### config.mk
export PLATFORM = sky130hd
export DESIGN_NAME = dma_twophase_mover
export DESIGN_NICKNAME = d
export VERILOG_FILES = /design/src/rtl/dma_tp_pkg.sv /design/src/rtl/dma_tp_ctrl.sv /design/src/rtl/dma_tp_dpath.sv /design/src/rtl/dma_twophase_mover.sv
export SDC_FILE = /design/constraint.sdc
export NUM_CORES = 1
export LEC_CHECK = 0
export CAP_MARGIN = 40
export CORE_UTILIZATION = 43
export DETAILED_ROUTE_END_ITERATION = 6
export PLACE_DENSITY = 0.78
export SLEW_MARGIN = 20
export SYNTH_ARGS = -nofsm -noshare
export SYNTH_HDL_FRONTEND = slang
export SYNTH_SLANG_ARGS = --single-unit
### constraint.sdc
create_clock -name clk -period 4.6 [get_ports clk]
set_clock_uncertainty 0.2 [all_clocks]
set_input_delay 1.15 -clock clk [delete_from_list [all_inputs] [get_ports clk]]
set_output_delay 1.15 -clock clk [all_outputs]
set_load 0.02 [all_outputs]
### src/rtl/dma_tp_pkg.sv
package dma_tp_pkg;

  typedef enum logic [1:0] {
    PH_IDLE  = 2'd0,
    PH_READ  = 2'd1,
    PH_GAP   = 2'd2,
    PH_WRITE = 2'd3
  } phase_e;

  // bus width codes at the configuration inputs
  localparam logic [1:0] WIDTH_8 = 2'd0;

  // access size codes on the bus
  localparam logic SIZE_8  = 1'b0;
  localparam logic SIZE_16 = 1'b1;

  // strobes from control to datapath
  typedef struct packed {
    logic load;     // latch addresses
    logic capture;  // take read data into the holding register
    logic beatHi;   // second beat of a split access (address +1, high byte)
    logic wide;     // current access is 16-bit
    logic writePh;  // current access is a write
    logic drive;    // an access is on the bus
  } dpStrobe_t;

endpackage

### src/rtl/dma_tp_ctrl.sv
module dma_tp_ctrl
  import dma_tp_pkg::*;
(
  input  logic       clk,
  input  logic       rstN,
  input  logic       startIn,
  input  logic       unitHalf,
  input  logic [1:0] srcWidth,
  input  logic [1:0] dstWidth,
  input  logic       busReady,
  output logic       busReq,
  output logic       busWrite,
  output logic       busSize,
  output logic       doneOut,
  output dpStrobe_t  strb
);

  phase_e phaseQ;
  logic   beatQ;
  logic   halfQ;
  logic   srcSplitQ;
  logic   dstSplitQ;

  logic inRead;
  logic inWrite;
  logic curSplit;
  logic wideAcc;
  logic lastBeat;
  logic accepted;

  always_comb begin
    inRead   = (phaseQ == PH_READ);
    inWrite  = (phaseQ == PH_WRITE);
    busReq   = inRead | inWrite;
    busWrite = inWrite;
    curSplit = inWrite ? dstSplitQ : srcSplitQ;
    wideAcc  = halfQ & ~curSplit;
    busSize  = wideAcc ? SIZE_16 : SIZE_8;
    lastBeat = ~curSplit | beatQ;
    accepted = busReq & busReady;

    strb.load    = (phaseQ == PH_IDLE) & startIn;
    strb.capture = inRead & busReady;
    strb.beatHi  = beatQ;
    strb.wide    = wideAcc;
    strb.writePh = inWrite;
    strb.drive   = busReq;
  end

  always_ff @(posedge clk or negedge rstN) begin
    if (!rstN) begin
      phaseQ    <= PH_IDLE;
      beatQ     <= 1'b0;
      halfQ     <= 1'b0;
      srcSplitQ <= 1'b0;
      dstSplitQ <= 1'b0;
      doneOut   <= 1'b0;
    end else begin
      doneOut <= 1'b0;
      unique case (phaseQ)
        PH_IDLE: begin
          if (startIn) begin
            halfQ     <= unitHalf;
            srcSplitQ <= unitHalf & (srcWidth == WIDTH_8);
            dstSplitQ <= unitHalf & (dstWidth == WIDTH_8);
            beatQ     <= 1'b0;
            phaseQ    <= PH_READ;
          end
        end
        PH_GAP: begin
          phaseQ <= PH_WRITE;
        end
        default: begin
          if (accepted) begin
            if (lastBeat) begin
              beatQ   <= 1'b0;
              phaseQ  <= inRead ? PH_GAP : PH_IDLE;
              doneOut <= inWrite;
            end else begin
              beatQ <= 1'b1;
            end
          end
        end
      endcase
    end
  end


  idle_gap_chk: assert property (@(posedge clk) disable iff (!rstN)
    (inRead && accepted && lastBeat) |=> (!busReq ##1 (busReq && busWrite)));


  hold_ctrl_chk: assert property (@(posedge clk) disable iff (!rstN)
    (busReq && !busReady) |=> (busReq && $stable(busWrite) && $stable(busSize)));


  done_quiet_chk: assert property (@(posedge clk) disable iff (!rstN)
    doneOut |-> !busReq);


  done_pulse_chk: assert property (@(posedge clk) disable iff (!rstN)
    doneOut |=> !doneOut);


  busy_start_chk: assert property (@(posedge clk) disable iff (!rstN)
    (busReq && startIn) |=> ($stable(halfQ) && $stable(srcSplitQ) && $stable(dstSplitQ)));

endmodule

### src/rtl/dma_tp_dpath.sv
module dma_tp_dpath
  import dma_tp_pkg::*;
#(
  parameter int ADDR_W = 32,
  parameter int DATA_W = 32
) (
  input  logic              clk,
  input  logic              rstN,
  input  dpStrobe_t         strb,
  input  logic [ADDR_W-1:0] srcAddr,
  input  logic [ADDR_W-1:0] dstAddr,
  input  logic [DATA_W-1:0] busRdata,
  input  logic              busReady,
  output logic [ADDR_W-1:0] busAddr,
  output logic [DATA_W-1:0] busWdata
);

  localparam int HALF_W = 16;
  localparam int BYTE_W = 8;
  localparam int PAD_W  = DATA_W - HALF_W;

  logic [ADDR_W-1:0] srcQ;
  logic [ADDR_W-1:0] dstQ;
  logic [HALF_W-1:0] holdQ;
  logic [ADDR_W-1:0] baseAddr;
  logic [BYTE_W-1:0] beatByte;

  always_ff @(posedge clk or negedge rstN) begin
    if (!rstN) begin
      srcQ  <= '0;
      dstQ  <= '0;
      holdQ <= '0;
    end else begin
      if (strb.load) begin
        srcQ <= srcAddr;
        dstQ <= dstAddr;
      end
      if (strb.capture) begin
        if (strb.wide)
          holdQ <= busRdata[HALF_W-1:0];
        else if (strb.beatHi)
          holdQ[HALF_W-1:BYTE_W] <= busRdata[BYTE_W-1:0];
        else
          holdQ[BYTE_W-1:0] <= busRdata[BYTE_W-1:0];
      end
    end
  end

  always_comb begin
    baseAddr = strb.writePh ? dstQ : srcQ;
    busAddr  = strb.drive ? (baseAddr + {{(ADDR_W-1){1'b0}}, strb.beatHi}) : '0;
    beatByte = strb.beatHi ? holdQ[HALF_W-1:BYTE_W] : holdQ[BYTE_W-1:0];
    if (!(strb.drive && strb.writePh))
      busWdata = '0;
    else if (strb.wide)
      busWdata = {{PAD_W{1'b0}}, holdQ};
    else
      busWdata = {{(DATA_W-BYTE_W){1'b0}}, beatByte};
  end


  hold_bus_chk: assert property (@(posedge clk) disable iff (!rstN)
    (strb.drive && !busReady) |=> ($stable(busAddr) && $stable(busWdata)));


  load_idle_chk: assert property (@(posedge clk) disable iff (!rstN)
    strb.load |-> !strb.drive);

endmodule

### src/rtl/dma_twophase_mover.sv
module dma_twophase_mover
  import dma_tp_pkg::*;
#(
  parameter int ADDR_W = 32,
  parameter int DATA_W = 32
) (
  input  logic              clk,
  input  logic              rstN,
  input  logic              startIn,
  input  logic              unitHalf,
  input  logic [1:0]        srcWidth,
  input  logic [1:0]        dstWidth,
  input  logic [ADDR_W-1:0] srcAddr,
  input  logic [ADDR_W-1:0] dstAddr,
  output logic              busReq,
  output logic              busWrite,
  output logic              busSize,
  output logic [ADDR_W-1:0] busAddr,
  output logic [DATA_W-1:0] busWdata,
  input  logic [DATA_W-1:0] busRdata,
  input  logic              busReady,
  output logic              doneOut
);

  dpStrobe_t strb;

  dma_tp_ctrl ctrl_i (
    .clk      (clk),
    .rstN     (rstN),
    .startIn  (startIn),
    .unitHalf (unitHalf),
    .srcWidth (srcWidth),
    .dstWidth (dstWidth),
    .busReady (busReady),
    .busReq   (busReq),
    .busWrite (busWrite),
    .busSize  (busSize),
    .doneOut  (doneOut),
    .strb     (strb)
  );

  dma_tp_dpath #(
    .ADDR_W (ADDR_W),
    .DATA_W (DATA_W)
  ) dpath_i (
    .clk      (clk),
    .rstN     (rstN),
    .strb     (strb),
    .srcAddr  (srcAddr),
    .dstAddr  (dstAddr),
    .busRdata (busRdata),
    .busReady (busReady),
    .busAddr  (busAddr),
    .busWdata (busWdata)
  );

endmodule

==> results of run 1 <==
## state kept, by name, indices dropped and copies added (netlist names)
name and flops:
dpath_i.holdQ 16, ctrl_i.dstSplitQ 1, ctrl_i.srcSplitQ 1, ctrl_i.beatQ 1
dpath_i.dstQ 32, ctrl_i.phaseQ 2, ctrl_i.halfQ 1, ctrl_i.doneOut 1
dpath_i.srcQ 32
## cells in the mapped netlist (2+ instances only)
master     count  area [µm²]
dfrtp_1       87        2180
mux2_2        78         878
nand2_1       57         214
nand3_1       30         150
mux2i_1       25         250
nor2_1        22        82.6
buf_4         18         135
nand3b_1      18         135
nor3_1        16        80.1
a21oi_1       15        75.1
nor2b_1       13        81.3
o21ai_0       13        65.1
and2_1        11        68.8
a31oi_1        9        56.3
xnor2_1        9        78.8
buf_1          8        30.0
nand4_1        8        50.1
clkbuf_1       7        26.3
buf_2          6        30.0
ha_1           6        75.1
inv_1          6        22.5
a22oi_1        5        37.5
nor4_1         5        31.3
o31a_1         5        43.8
or3_1          5        31.3
a21boi_0       4        30.0
nand2b_1       4        25.0
o2bb2ai_1      4        35.0
xor2_1         4        35.0
a211oi_1       3        22.5
a32o_1         3        30.0
and4_1         3        26.3
a211o_1        2        17.5
a221oi_1       2        17.5
a222oi_1       2        20.0
a22o_1         2        17.5
and3_1         2        12.5
nand4b_1       2        17.5
nor3b_1        2        15.0
o21a_1         2        15.0
## area by class of cell
| class | count | area, µm² | area share, % |
|---|---|---|---|
| Clock buffer | 10 | 239 | 3.22 |
| Sequential cell | 87 | 2180 | 29.3 |
| Inverter | 7 | 26.3 | 0.354 |
| Timing Repair Buffer | 165 | 1630 | 21.9 |
| Tap cell | 168 | 210 | 2.83 |
| Clock inverter | 6 | 70.1 | 0.943 |
| Multi-Input combinational cell | 419 | 3080 | 41.5 |
## per-layer routing
metal	vias up	part of all wire, %
li1	2228	-
met1	2241	43
met2	132	50
met3	20	4.6
met4	0	2.0
met5	-	0
## worst max-delay path: stages, from the launching register on
cell and delay, ns:
dfrtp_1 0.45, ha_4 0.21, buf_12 0.18, nand3b_1 0.22, a222oi_1 0.47, buf_4 0.20
nand3_1 0.14, xnor2_1 0.16, nor2_1 0.11, clkdlybuf4s50_1 0.61
## per-stage QoR
stage          power, µW  TNS (ns)  instance area, µm²  utilization, %
6_report            5310         0                7430            61.4
5_1_grt             5670  -0.00152                7430            61.4
4_1_cts             5320         0                7390            61.0
3_5_place_dp        4620         0                7060            58.3
3_3_place_gp        4510         0                7020            57.9
2_1_floorplan       3480         0                5510               -
## repair_timing
action,4_1_cts,5_1_grt
setup endpoints to repair,23,20
setup buffers,5,2
pin swaps,4,2
resized for setup,20,13
## power groups by stage
stage                     sequential, µW  clock, µW  combinational (µW)
after floorplan                     1420          0                2060
after global placement              1520          0                2990
after detailed placement            1550          0                3070
after CTS                           1540        768                3010
after global routing                1610        809                3250
final                               1550        752                3010
## path summary, 6_finish.rpt
check                      cells past startpoint                end             start  slack (ns)
hold / removal                                 1   dpath_i.holdQ[5]  dpath_i.holdQ[5]        0.31
hold reg to reg                                1   dpath_i.holdQ[5]  dpath_i.holdQ[5]        0.31
max in group asynchronous                      2   ctrl_i.phaseQ[0]              rstN        3.03
setup reg to reg                               8  dpath_i.holdQ[10]  ctrl_i.phaseQ[1]        1.70
min in group asynchronous                      1   dpath_i.dstQ[29]              rstN        0.55
setup / recovery                               9        busAddr[13]  ctrl_i.phaseQ[1]        0.13
## logic make-up (layout without fill, tap and decap cells)
family | Yosys count | count (layout)
flip-flops | 87 | 87
buffers and inverters | 47 | 188
adder cells (fa/ha/maj) | 6 | 6
XOR/XNOR | 13 | 13
AND/OR/NAND/NOR | 203 | 203
other | 1 | 16
multiplexers | 103 | 103
AO/OA/AOI/OAI | 78 | 78
==> metrics.txt, run 1 <==
# TYPE chip_impl_metric gauge
chip_impl_info{name="run_status",value="finished, final reports clean"} 1
chip_impl_metric{name="max_slew_margin",unit="%"} 51.7
chip_impl_metric{name="synth_simple_gate_area_share",unit="%"} 20.1
chip_impl_metric{name="grt_use_met1",unit="%"} 29.0
chip_impl_metric{name="clock_buffers_created_by_tritoncts",unit=""} 9
chip_impl_metric{name="grt_first_pass_wirelength",unit="mm"} 23.3
chip_impl_metric{name="synthXorXnorAreaFrac",unit="%"} 2.12
chip_impl_metric{name="syn2layout_area_growth",unit="%"} 38.1
chip_impl_metric{name="pwr-share-comb",unit="%"} 56.7
chip_impl_metric{name="critical_path_peak_fanout",unit=""} 50
chip_impl_metric{name="post_synth_fa_ha_maj_area_fraction",unit="%"} 1.40
chip_impl_info{name="worstSetupPathType",value="reg2out"} 1
chip_impl_metric{name="floorplan.initialDensity",unit="%"} 44.4
chip_impl_metric{name="drv.max_cap_violation_count",unit=""} 0
chip_impl_metric{name="syn_area_per_cell",unit="µm²"} 10.0
chip_impl_metric{name="fillerInstances",unit=""} 1034
chip_impl_metric{name="global_route.usage.total",unit="%"} 23.3
chip_impl_metric{name="synth_cells",unit=""} 538
chip_impl_metric{name="power_report.internal_total",unit="µW"} 3040
chip_impl_metric{name="worstMarginPinSlew",unit="ns"} 0.722
chip_impl_info{name="synth_top_family_by_area",value="multiplexers"} 1
chip_impl_metric{name="detail_route.vias_per_cell",unit=""} 5.36
chip_impl_metric{name="cts_hold_buffers",unit=""} 0
chip_impl_metric{name="drive_gt1_share",unit="%"} 20.6
chip_impl_metric{name="max-vdd-ir-drop",unit="V"} 0.000349
chip_impl_metric{name="ratio_of_final_minimum_period_to_clock_period",unit="%"} 97.1
chip_impl_metric{name="detail-route-antenna-nets",unit=""} 0
chip_impl_metric{name="dieArea",unit="µm²"} 13000
chip_impl_metric{name="antenna-diode-count",unit=""} 0
chip_impl_metric{name="core_area",unit="µm²"} 12100
chip_impl_metric{name="vias",unit=""} 4621
chip_impl_metric{name="ctsLongestPathBuffers",unit=""} 2
chip_impl_metric{name="synth-seq-area-share",unit="%"} 40.5
chip_impl_metric{name="area_fraction_in_compound_gates_after_synthesis",unit="%"} 10.0
chip_impl_metric{name="routed_length_per_placed_instance",unit="µm"} 16.8
chip_impl_info{name="layout_common_cells",value="clkdlybuf4s50_1 (120), dfrtp_1 (86), mux2_2 (78), nand2_1 (55), nand3_1 (30)"} 1
chip_impl_metric{name="clk-insertion-delay-late",unit="ns"} 0.35
chip_impl_metric{name="ys.warnings.count",unit=""} 0
chip_impl_info{name="endpoint_class_of_the_critical_path",value="output port"} 1
chip_impl_metric{name="dp.final_hpwl",unit="mm"} 11.1
chip_impl_metric{name="grt_use_met2",unit="%"} 39.7
chip_impl_metric{name="drt_pre_antenna_iters",unit=""} 4
chip_impl_metric{name="synth_async_sr_flop_share",unit="%"} 100
chip_impl_metric{name="place_congestion",unit=""} 0.843
chip_impl_info{name="worstSetupStartpointType",value="register"} 1
chip_impl_metric{name="die-height",unit="µm"} 114
chip_impl_info{name="cts_tree",value="yes"} 1
chip_impl_metric{name="cts.sink_count",unit=""} 87
chip_impl_metric{name="initialDrtViolationCount",unit=""} 252
chip_impl_info{name="synthFlopType",value="dfrtp_1"} 1
chip_impl_metric{name="die_w",unit="µm"} 114
chip_impl_metric{name="timing.critical_path.arrival",unit="ns"} 3.12
chip_impl_metric{name="post-route-drc-count",unit=""} 0
chip_impl_metric{name="sequential_fraction_of_design_power",unit="%"} 29.2
chip_impl_metric{name="slew_violations",unit=""} 0
chip_impl_metric{name="synth_seq_cells",unit=""} 87
chip_impl_metric{name="first_global_vias",unit=""} 4678
chip_impl_metric{name="nNetsFinal",unit=""} 800
chip_impl_metric{name="place_inst",unit=""} 838
chip_impl_metric{name="maximum_clock_rate",unit="GHz"} 0.224
chip_impl_metric{name="h-tree-depth",unit=""} 3
chip_impl_metric{name="io_buffer_count",unit=""} 140
chip_impl_metric{name="final_cell_count_no_fill",unit=""} 862
chip_impl_metric{name="switching_power_summed_over_all_nets",unit="µW"} 2270
chip_impl_metric{name="drt_wl_total",unit="mm"} 14.5
chip_impl_metric{name="power.switching_fraction",unit="%"} 42.7
chip_impl_info{name="hold_path_class",value="reg2reg"} 1
chip_impl_info{name="globalRoute.busiestLayer",value="met2"} 1
chip_impl_info{name="clock-root-buffer",value="clkbuf_16"} 1
chip_impl_info{name="commonest_non_fill_non_tap_cell_in_the_layout",value="clkdlybuf4s50_1"} 1
chip_impl_metric{name="synth-edff-count",unit=""} 0
chip_impl_metric{name="synth.area.mux_share",unit="%"} 21.0
chip_impl_metric{name="final-setup-viol-count",unit=""} 0
chip_impl_metric{name="min_period",unit="ns"} 4.47
chip_impl_metric{name="timing_hold_violations_final",unit=""} 0
chip_impl_metric{name="worst_setup_hold_path_clk_slew",unit="ns"} 0.06
chip_impl_metric{name="clock_power_share",unit="%"} 14.2
chip_impl_metric{name="netlist-cell-type-count",unit=""} 55
chip_impl_metric{name="synth.cell_area",unit="µm²"} 5380
chip_impl_metric{name="whs",unit="ns"} 0.310
chip_impl_metric{name="worst_slack_after_detailed_placement",unit="ns"} 0.0822
chip_impl_metric{name="grt.met3_usage",unit="%"} 5.31
chip_impl_metric{name="power_leakage",unit="µW"} 0.00307
chip_impl_metric{name="std_cell_rows",unit=""} 40
chip_impl_metric{name="antenna_found_initial",unit=""} 0
chip_impl_metric{name="powerDensity",unit="nW/µm²"} 714
chip_impl_metric{name="critPathRequiredTime",unit="ns"} 3.25
chip_impl_metric{name="gr-total-overflow",unit=""} 0
chip_impl_metric{name="pin_count_of_the_biggest_net_entering_global_routing",unit=""} 63
chip_impl_metric{name="design.portCount",unit=""} 173
chip_impl_metric{name="final_critical_path_setup_slack",unit="ns"} 0.134
No activity file was read; power rests on OpenSTA's default activity.
==> inputs of run 2 (changes only) <==
- CTS_CLUSTER_DIAMETER: unset -> 80
- GPL_TIMING_DRIVEN: unset -> 0
==> run 2 against run 1 <==
Wire length grew 17%. Final cell count grew 6.4%. Final area grew 6.1%. Largest cell class unchanged. Highest routed layer unchanged.
==> metrics.txt, run 2 (synthesis results as in run 1) <==
# TYPE chip_impl_metric gauge
chip_impl_metric{name="worstMarginPinSlew",unit="ns"} 0.751
chip_impl_metric{name="clk-insertion-delay-late",unit="ns"} 0.34
chip_impl_metric{name="max-vdd-ir-drop",unit="V"} 0.000401
chip_impl_metric{name="clock_buffers_created_by_tritoncts",unit=""} 9
chip_impl_info{name="commonest_non_fill_non_tap_cell_in_the_layout",value="clkdlybuf4s50_1"} 1
chip_impl_metric{name="drt_pre_antenna_iters",unit=""} 5
chip_impl_info{name="clock-root-buffer",value="clkbuf_16"} 1
chip_impl_metric{name="syn2layout_area_growth",unit="%"} 46.5
chip_impl_metric{name="drt_wl_total",unit="mm"} 17.0
chip_impl_metric{name="first_global_vias",unit=""} 5249
chip_impl_metric{name="die_w",unit="µm"} 114
chip_impl_metric{name="die-height",unit="µm"} 114
chip_impl_metric{name="detail-route-antenna-nets",unit=""} 0
chip_impl_metric{name="h-tree-depth",unit=""} 3
chip_impl_metric{name="tns",unit="ns"} 0
chip_impl_info{name="cts_tree",value="yes"} 1
chip_impl_info{name="endpoint_class_of_the_critical_path",value="output port"} 1
chip_impl_metric{name="floorplan.initialDensity",unit="%"} 44.4
chip_impl_metric{name="nNetsFinal",unit=""} 856
chip_impl_metric{name="cts_hold_buffers",unit=""} 0
chip_impl_metric{name="dp.final_hpwl",unit="mm"} 12.2
chip_impl_metric{name="slew_violations",unit=""} 0
chip_impl_metric{name="max_slew_margin",unit="%"} 49.7
chip_impl_metric{name="cts.sink_count",unit=""} 87
chip_impl_metric{name="ctsLongestPathBuffers",unit=""} 2
chip_impl_metric{name="final-setup-viol-count",unit=""} 0
chip_impl_info{name="worstSetupStartpointType",value="register"} 1
chip_impl_metric{name="io_buffer_count",unit=""} 140
chip_impl_metric{name="gr-total-overflow",unit=""} 0
chip_impl_metric{name="global_route.usage.total",unit="%"} 26.7
chip_impl_metric{name="powerDensity",unit="nW/µm²"} 712
chip_impl_metric{name="final_critical_path_setup_slack",unit="ns"} 0.0473
chip_impl_metric{name="detail_route.vias_per_cell",unit=""} 5.68
chip_impl_metric{name="stdcell_area",unit="µm²"} 7880
chip_impl_metric{name="seq_area",unit="µm²"} 2180
chip_impl_metric{name="maximum_clock_rate",unit="GHz"} 0.220
chip_impl_metric{name="critPathRequiredTime",unit="ns"} 3.25
chip_impl_metric{name="core_area",unit="µm²"} 12100
chip_impl_metric{name="pin_count_of_the_biggest_net_entering_global_routing",unit=""} 50
chip_impl_info{name="worstSetupPathType",value="reg2out"} 1
chip_impl_metric{name="initialDrtViolationCount",unit=""} 442
chip_impl_metric{name="timing.critical_path.arrival",unit="ns"} 3.20
chip_impl_info{name="run_status",value="finished, final reports clean"} 1
chip_impl_metric{name="power_leakage",unit="µW"} 0.00331
chip_impl_metric{name="worst_slack_after_detailed_placement",unit="ns"} -1.29
chip_impl_metric{name="dieArea",unit="µm²"} 13000
chip_impl_metric{name="design.portCount",unit=""} 173
chip_impl_metric{name="post-route-drc-count",unit=""} 0
chip_impl_metric{name="std_cell_rows",unit=""} 40
chip_impl_metric{name="ratio_of_final_minimum_period_to_clock_period",unit="%"} 99.0
chip_impl_info{name="hold_path_class",value="reg2reg"} 1
chip_impl_metric{name="fillerInstances",unit=""} 1007
chip_impl_metric{name="place_congestion",unit=""} 0.894
chip_impl_metric{name="min_period",unit="ns"} 4.55
chip_impl_metric{name="critical_path_peak_fanout",unit=""} 3
chip_impl_info{name="largestRegisters",value="dpath_i.dstQ: 32 flops, dpath_i.srcQ: 32 flops, dpath_i.holdQ: 16 flops"} 1
chip_impl_metric{name="timing_hold_violations_final",unit=""} 0
chip_impl_metric{name="drv.max_cap_violation_count",unit=""} 0
chip_impl_metric{name="antenna-diode-count",unit=""} 0
chip_impl_metric{name="vias",unit=""} 5210
chip_impl_metric{name="multiInputGateArea",unit="µm²"} 3190
chip_impl_info{name="layout_common_cells",value="clkdlybuf4s50_1 (109), dfrtp_1 (85), mux2_2 (77), buf_4 (59), nand2_1 (56)"} 1
chip_impl_metric{name="grt_first_pass_wirelength",unit="mm"} 26.5
chip_impl_metric{name="routed_length_per_placed_instance",unit="µm"} 18.6
chip_impl_metric{name="worst_setup_hold_path_clk_slew",unit="ns"} 0.06
chip_impl_metric{name="antenna_found_initial",unit=""} 0
chip_impl_metric{name="detailed_place.area",unit="µm²"} 7140
chip_impl_metric{name="drive_gt1_share",unit="%"} 29.0
[run 2: changes by cell type in the layout (fill, tap and decap cells not counted), sizes merged]
cell | previous run | this run
buf | 26 | 93
clkdlybuf4s50 | 120 | 109
clkbuf | 13 | 18
clkinv | 6 | 2
dlygate4sd2 | 12 | 9
clkdlybuf4s15 | 2 | 4
dlymetal6s2s | 2 | 0
clkinvlp | 0 | 1
[run 2: layer usage]
metal  track usage [%]  vias to the layer above  routed length [µm]
li1                  -                     2343                   -
met1              33.0                     2532                6960
met2              45.8                      289                8420
met3              4.46                       46                1120
met4              12.6                        0                 544
met5                 0                        -                   0
[run 2: critical path, cell delays in order (launching register included)]
cell and delay [ns]:
dfrtp_2 0.43, ha_4 0.17, buf_8 0.11, buf_8 0.11, clkbuf_16 0.14, mux2_4 0.23, ha_4 0.14, nand4b_1 0.22
a21oi_4 0.28, buf_6 0.14, buf_6 0.09, nand3_2 0.06, or3_4 0.40, a21oi_4 0.18, buf_6 0.15
[run 2: area by class of cell]
| cell class | count | share of cell area (%) |
|---|---|---|
| Buffer | 37 | 3.25 |
| Clock buffer | 12 | 3.25 |
| Multi-Input combinational cell | 419 | 40.5 |
| Tap cell | 168 | 2.67 |
| Clock inverter | 3 | 0.540 |
| Inverter | 7 | 0.333 |
| Sequential cell | 87 | 27.7 |
| Timing Repair Buffer | 184 | 21.8 |
[run 2: report_power, final]
part           internal [µW]  switching (µW)  total [µW]
Clock                    447             297         744
Combinational           1520            1770        3300
Sequential              1160             411        1570
[run 2: repair_timing]
action	in CTS	in global routing
setup buffers	29	15
resized for setup	142	12
cloned	0	0
pin swaps	13	14
endpoints found under the setup margin	46	41
[run 2: path summary, 6_finish.rpt]
kind / startpoint / end / slack (ns) / cells after the start
max reg2reg: ctrl_i.phaseQ[0] / dpath_i.holdQ[13] / 1.64 / 9
min reg2reg: dpath_i.holdQ[6] / dpath_i.holdQ[6] / 0.31 / 1
max: ctrl_i.phaseQ[0] / busAddr[20] / 0.05 / 14
min in group asynchronous: rstN / dpath_i.srcQ[28] / 0.58 / 1
max in group asynchronous: rstN / ctrl_i.phaseQ[1] / 2.99 / 2
min: dpath_i.holdQ[6] / dpath_i.holdQ[6] / 0.31 / 1
[run 2: per-stage QoR]
stage                     hold slack (ns)  total power (µW)  utilization [%]  std cells
final                               0.306              5610             65.1        917
after floorplan                     0.270              3480                -        553
after global routing                0.327              5930             65.1        917
after CTS                           0.308              5570             64.4        906
after detailed placement            0.294              4720             59.0        862
after global placement              0.286              4620             58.8        861
==> inputs of run 3 (changes only) <==
- CTS_CLUSTER_SIZE: unset -> 40
- SETUP_SLACK_MARGIN: unset -> 0.3
==> run 3 against run 2 <==
Non-clock buffer count is 5 higher. Via count is 0.58% higher. Power is 7.2% higher. Critical path depth is 2 higher. The run now ends with negative setup slack left. Utilization is 3.3 points higher. Combinational power is 10% higher. Global-route usage is 0.25 points higher. First-iteration DRC count is 0.45% higher. Largest power group unchanged. Setup slack worse by 0.18 ns.
==> metrics.txt, run 3 (synthesis results as in run 1) <==
# TYPE chip_impl_metric gauge
chip_impl_info{name="run_status",value="complete, but fails checks"} 1
chip_impl_info{name="violations",value="negative setup slack"} 1
chip_impl_metric{name="power_leakage",unit="µW"} 0.00350
chip_impl_metric{name="dieArea",unit="µm²"} 13000
chip_impl_metric{name="final-setup-viol-count",unit=""} 13
chip_impl_metric{name="final_cell_count_no_fill",unit=""} 923
chip_impl_metric{name="multiInputGateArea",unit="µm²"} 3430
chip_impl_metric{name="pin_count_of_the_biggest_net_entering_global_routing",unit=""} 51
chip_impl_info{name="critical-path-slowest-cell",value="dfrtp_2"} 1
chip_impl_metric{name="first_global_vias",unit=""} 5238
chip_impl_metric{name="place_inst",unit=""} 863
chip_impl_metric{name="clk-insertion-delay-late",unit="ns"} 0.35
chip_impl_metric{name="drive_gt1_share",unit="%"} 34.2
chip_impl_info{name="hold_path_class",value="reg2reg"} 1
chip_impl_metric{name="gr-total-overflow",unit=""} 0
chip_impl_metric{name="detail-route-antenna-nets",unit=""} 0
chip_impl_metric{name="hold_path_depth",unit=""} 1
chip_impl_metric{name="nNetsFinal",unit=""} 862
chip_impl_metric{name="total_power",unit="µW"} 6010
chip_impl_metric{name="std_cell_rows",unit=""} 40
chip_impl_metric{name="initialDrtViolationCount",unit=""} 444
chip_impl_metric{name="tns",unit="ns"} -0.525
chip_impl_metric{name="syn2layout_area_growth",unit="%"} 53.9
chip_impl_metric{name="max-vdd-ir-drop",unit="V"} 0.000381
chip_impl_metric{name="antenna-diode-count",unit=""} 0
chip_impl_metric{name="final_critical_path_setup_slack",unit="ns"} -0.134
chip_impl_metric{name="routed_length_per_placed_instance",unit="µm"} 18.8
chip_impl_info{name="worstSetupStartpointType",value="register"} 1
chip_impl_info{name="critical_path.cell_chain",value="ha_4, buf_8, buf_8, clkbuf_16, buf_12, clkbuf_16, mux2_4, ha_4, nand4_1, buf_4, nand2_4, nand4_1, buf_6, or3_4, a21oi_4, buf_6"} 1
chip_impl_metric{name="drv.max_cap_violation_count",unit=""} 0
chip_impl_metric{name="fillerInstances",unit=""} 924
chip_impl_metric{name="io_buffer_count",unit=""} 140
chip_impl_metric{name="reg2reg_depth",unit=""} 10
chip_impl_metric{name="seq_area",unit="µm²"} 2180
chip_impl_metric{name="dp.final_hpwl",unit="mm"} 12.3
chip_impl_metric{name="cts.sink_count",unit=""} 87
chip_impl_metric{name="drt_pre_antenna_iters",unit=""} 5
chip_impl_metric{name="ctsLongestPathBuffers",unit=""} 2
chip_impl_metric{name="critPathRequiredTime",unit="ns"} 3.25
chip_impl_metric{name="die_w",unit="µm"} 114
chip_impl_metric{name="detail_route.vias_per_cell",unit=""} 5.68
chip_impl_metric{name="critical_path_peak_fanout",unit=""} 5
chip_impl_metric{name="detailed_place.area",unit="µm²"} 7300
chip_impl_metric{name="global_route.usage.total",unit="%"} 27.0
chip_impl_metric{name="ratio_of_final_minimum_period_to_clock_period",unit="%"} 103
chip_impl_info{name="commonest_non_fill_non_tap_cell_in_the_layout",value="clkdlybuf4s50_1"} 1
chip_impl_metric{name="vias",unit=""} 5240
chip_impl_metric{name="worst_slack_after_detailed_placement",unit="ns"} -0.792
chip_impl_metric{name="min_period",unit="ns"} 4.73
chip_impl_metric{name="grt_first_pass_wirelength",unit="mm"} 26.7
chip_impl_metric{name="cts_hold_buffers",unit=""} 0
chip_impl_metric{name="cpPeakStageDelay",unit="ns"} 0.43
chip_impl_metric{name="h-tree-depth",unit=""} 3
chip_impl_metric{name="clock_buffers_created_by_tritoncts",unit=""} 9
chip_impl_info{name="endpoint_class_of_the_critical_path",value="output port"} 1
chip_impl_metric{name="slew_violations",unit=""} 0
chip_impl_metric{name="max_slew_margin",unit="%"} 48.4
chip_impl_metric{name="stdcell_area",unit="µm²"} 8280
chip_impl_metric{name="worst_setup_hold_path_clk_slew",unit="ns"} 0.06
chip_impl_metric{name="drt_wl_total",unit="mm"} 17.4
chip_impl_metric{name="timing_hold_violations_final",unit=""} 0
chip_impl_metric{name="worstMarginPinSlew",unit="ns"} 0.771
chip_impl_metric{name="timing.critical_path.arrival",unit="ns"} 3.38
chip_impl_info{name="largestRegisters",value="dpath_i.dstQ: 32 flops, dpath_i.srcQ: 32 flops, dpath_i.holdQ: 16 flops"} 1
chip_impl_metric{name="place_congestion",unit=""} 0.862
chip_impl_metric{name="core_area",unit="µm²"} 12100
chip_impl_info{name="clock-root-buffer",value="clkbuf_16"} 1
chip_impl_metric{name="post-route-drc-count",unit=""} 0
chip_impl_metric{name="maximum_clock_rate",unit="GHz"} 0.211
chip_impl_metric{name="die-height",unit="µm"} 114
chip_impl_metric{name="floorplan.initialDensity",unit="%"} 44.4
chip_impl_info{name="rsz0062_at_grt",value="true"} 1
chip_impl_info{name="worstSetupPathType",value="reg2out"} 1
chip_impl_info{name="layout_common_cells",value="clkdlybuf4s50_1 (106), dfrtp_1 (86), mux2_2 (77), buf_4 (63), nand2_1 (53)"} 1
chip_impl_metric{name="antenna_found_initial",unit=""} 0
chip_impl_metric{name="design.portCount",unit=""} 173
chip_impl_metric{name="powerDensity",unit="nW/µm²"} 726
chip_impl_info{name="cts_tree",value="yes"} 1
[run 3: cell count changes in the layout (fill, tap and decap cells not counted), moves of 5 or more]
cell           previous run  this run
buf_6                    11        26
dlygate4sd2_1             9         0
nor3_1                    8         3
buf_2                    13         7
[run 3: final cells by class]
cell class                      count  area share [%]
Tap cell                          168            2.54
Inverter                            7           0.317
Multi-Input combinational cell    420            41.4
Buffer                             40            3.76
Clock inverter                      3           0.786
Timing Repair Buffer              186            21.6
Clock buffer                       12            3.22
Sequential cell                    87            26.3
[run 3: critical path, delay by kind of cell (launching register included)]
family	cells	cell delay [ns]
simple gates	4	0.74
flops	1	0.43
compound gates	1	0.16
buf+inv	8	1.15
fa+ha+maj	2	0.32
mux	1	0.22
[run 3: worst paths after layout]
check,startpoint,endpoint,slack [ns]
worst max-delay path,ctrl_i.phaseQ[0],busAddr[23],-0.13
worst min-delay path,dpath_i.holdQ[3],dpath_i.holdQ[3],0.31
worst max register to register,ctrl_i.phaseQ[0],dpath_i.holdQ[13],1.56
worst min register to register,dpath_i.holdQ[3],dpath_i.holdQ[3],0.31
max in group asynchronous,rstN,ctrl_i.phaseQ[0],3.01
min in group asynchronous,rstN,dpath_i.dstQ[30],0.56
[run 3: where the power goes]
group	internal (µW)	switching, µW	total, µW
sequential	1160	416	1570
combinational	1720	1910	3630
clock	516	295	810
[run 3: stage by stage]
stage	hold slack (ns)	utilization, %
6_report	0.307	68.4
5_1_grt	0.327	68.4
4_1_cts	0.307	66.5
3_5_place_dp	0.296	60.3
3_3_place_gp	0.287	60.0
2_1_floorplan	0.270	-
[run 3: repair_timing]
action	CTS	global route
buffers inserted	32	11
gates cloned	1	0
pin swaps	20	13
gates resized for setup	187	46
setup endpoints to repair	46	48
[run 3: metal layers]
metal  wire length [µm]  GRT usage (%)  up-vias
li1                   -              -     2363
met1               7090           32.8     2576
met2               8550           46.2      254
met3               1240           6.80       47
met4                524           9.96        0
met5                  0              0        -
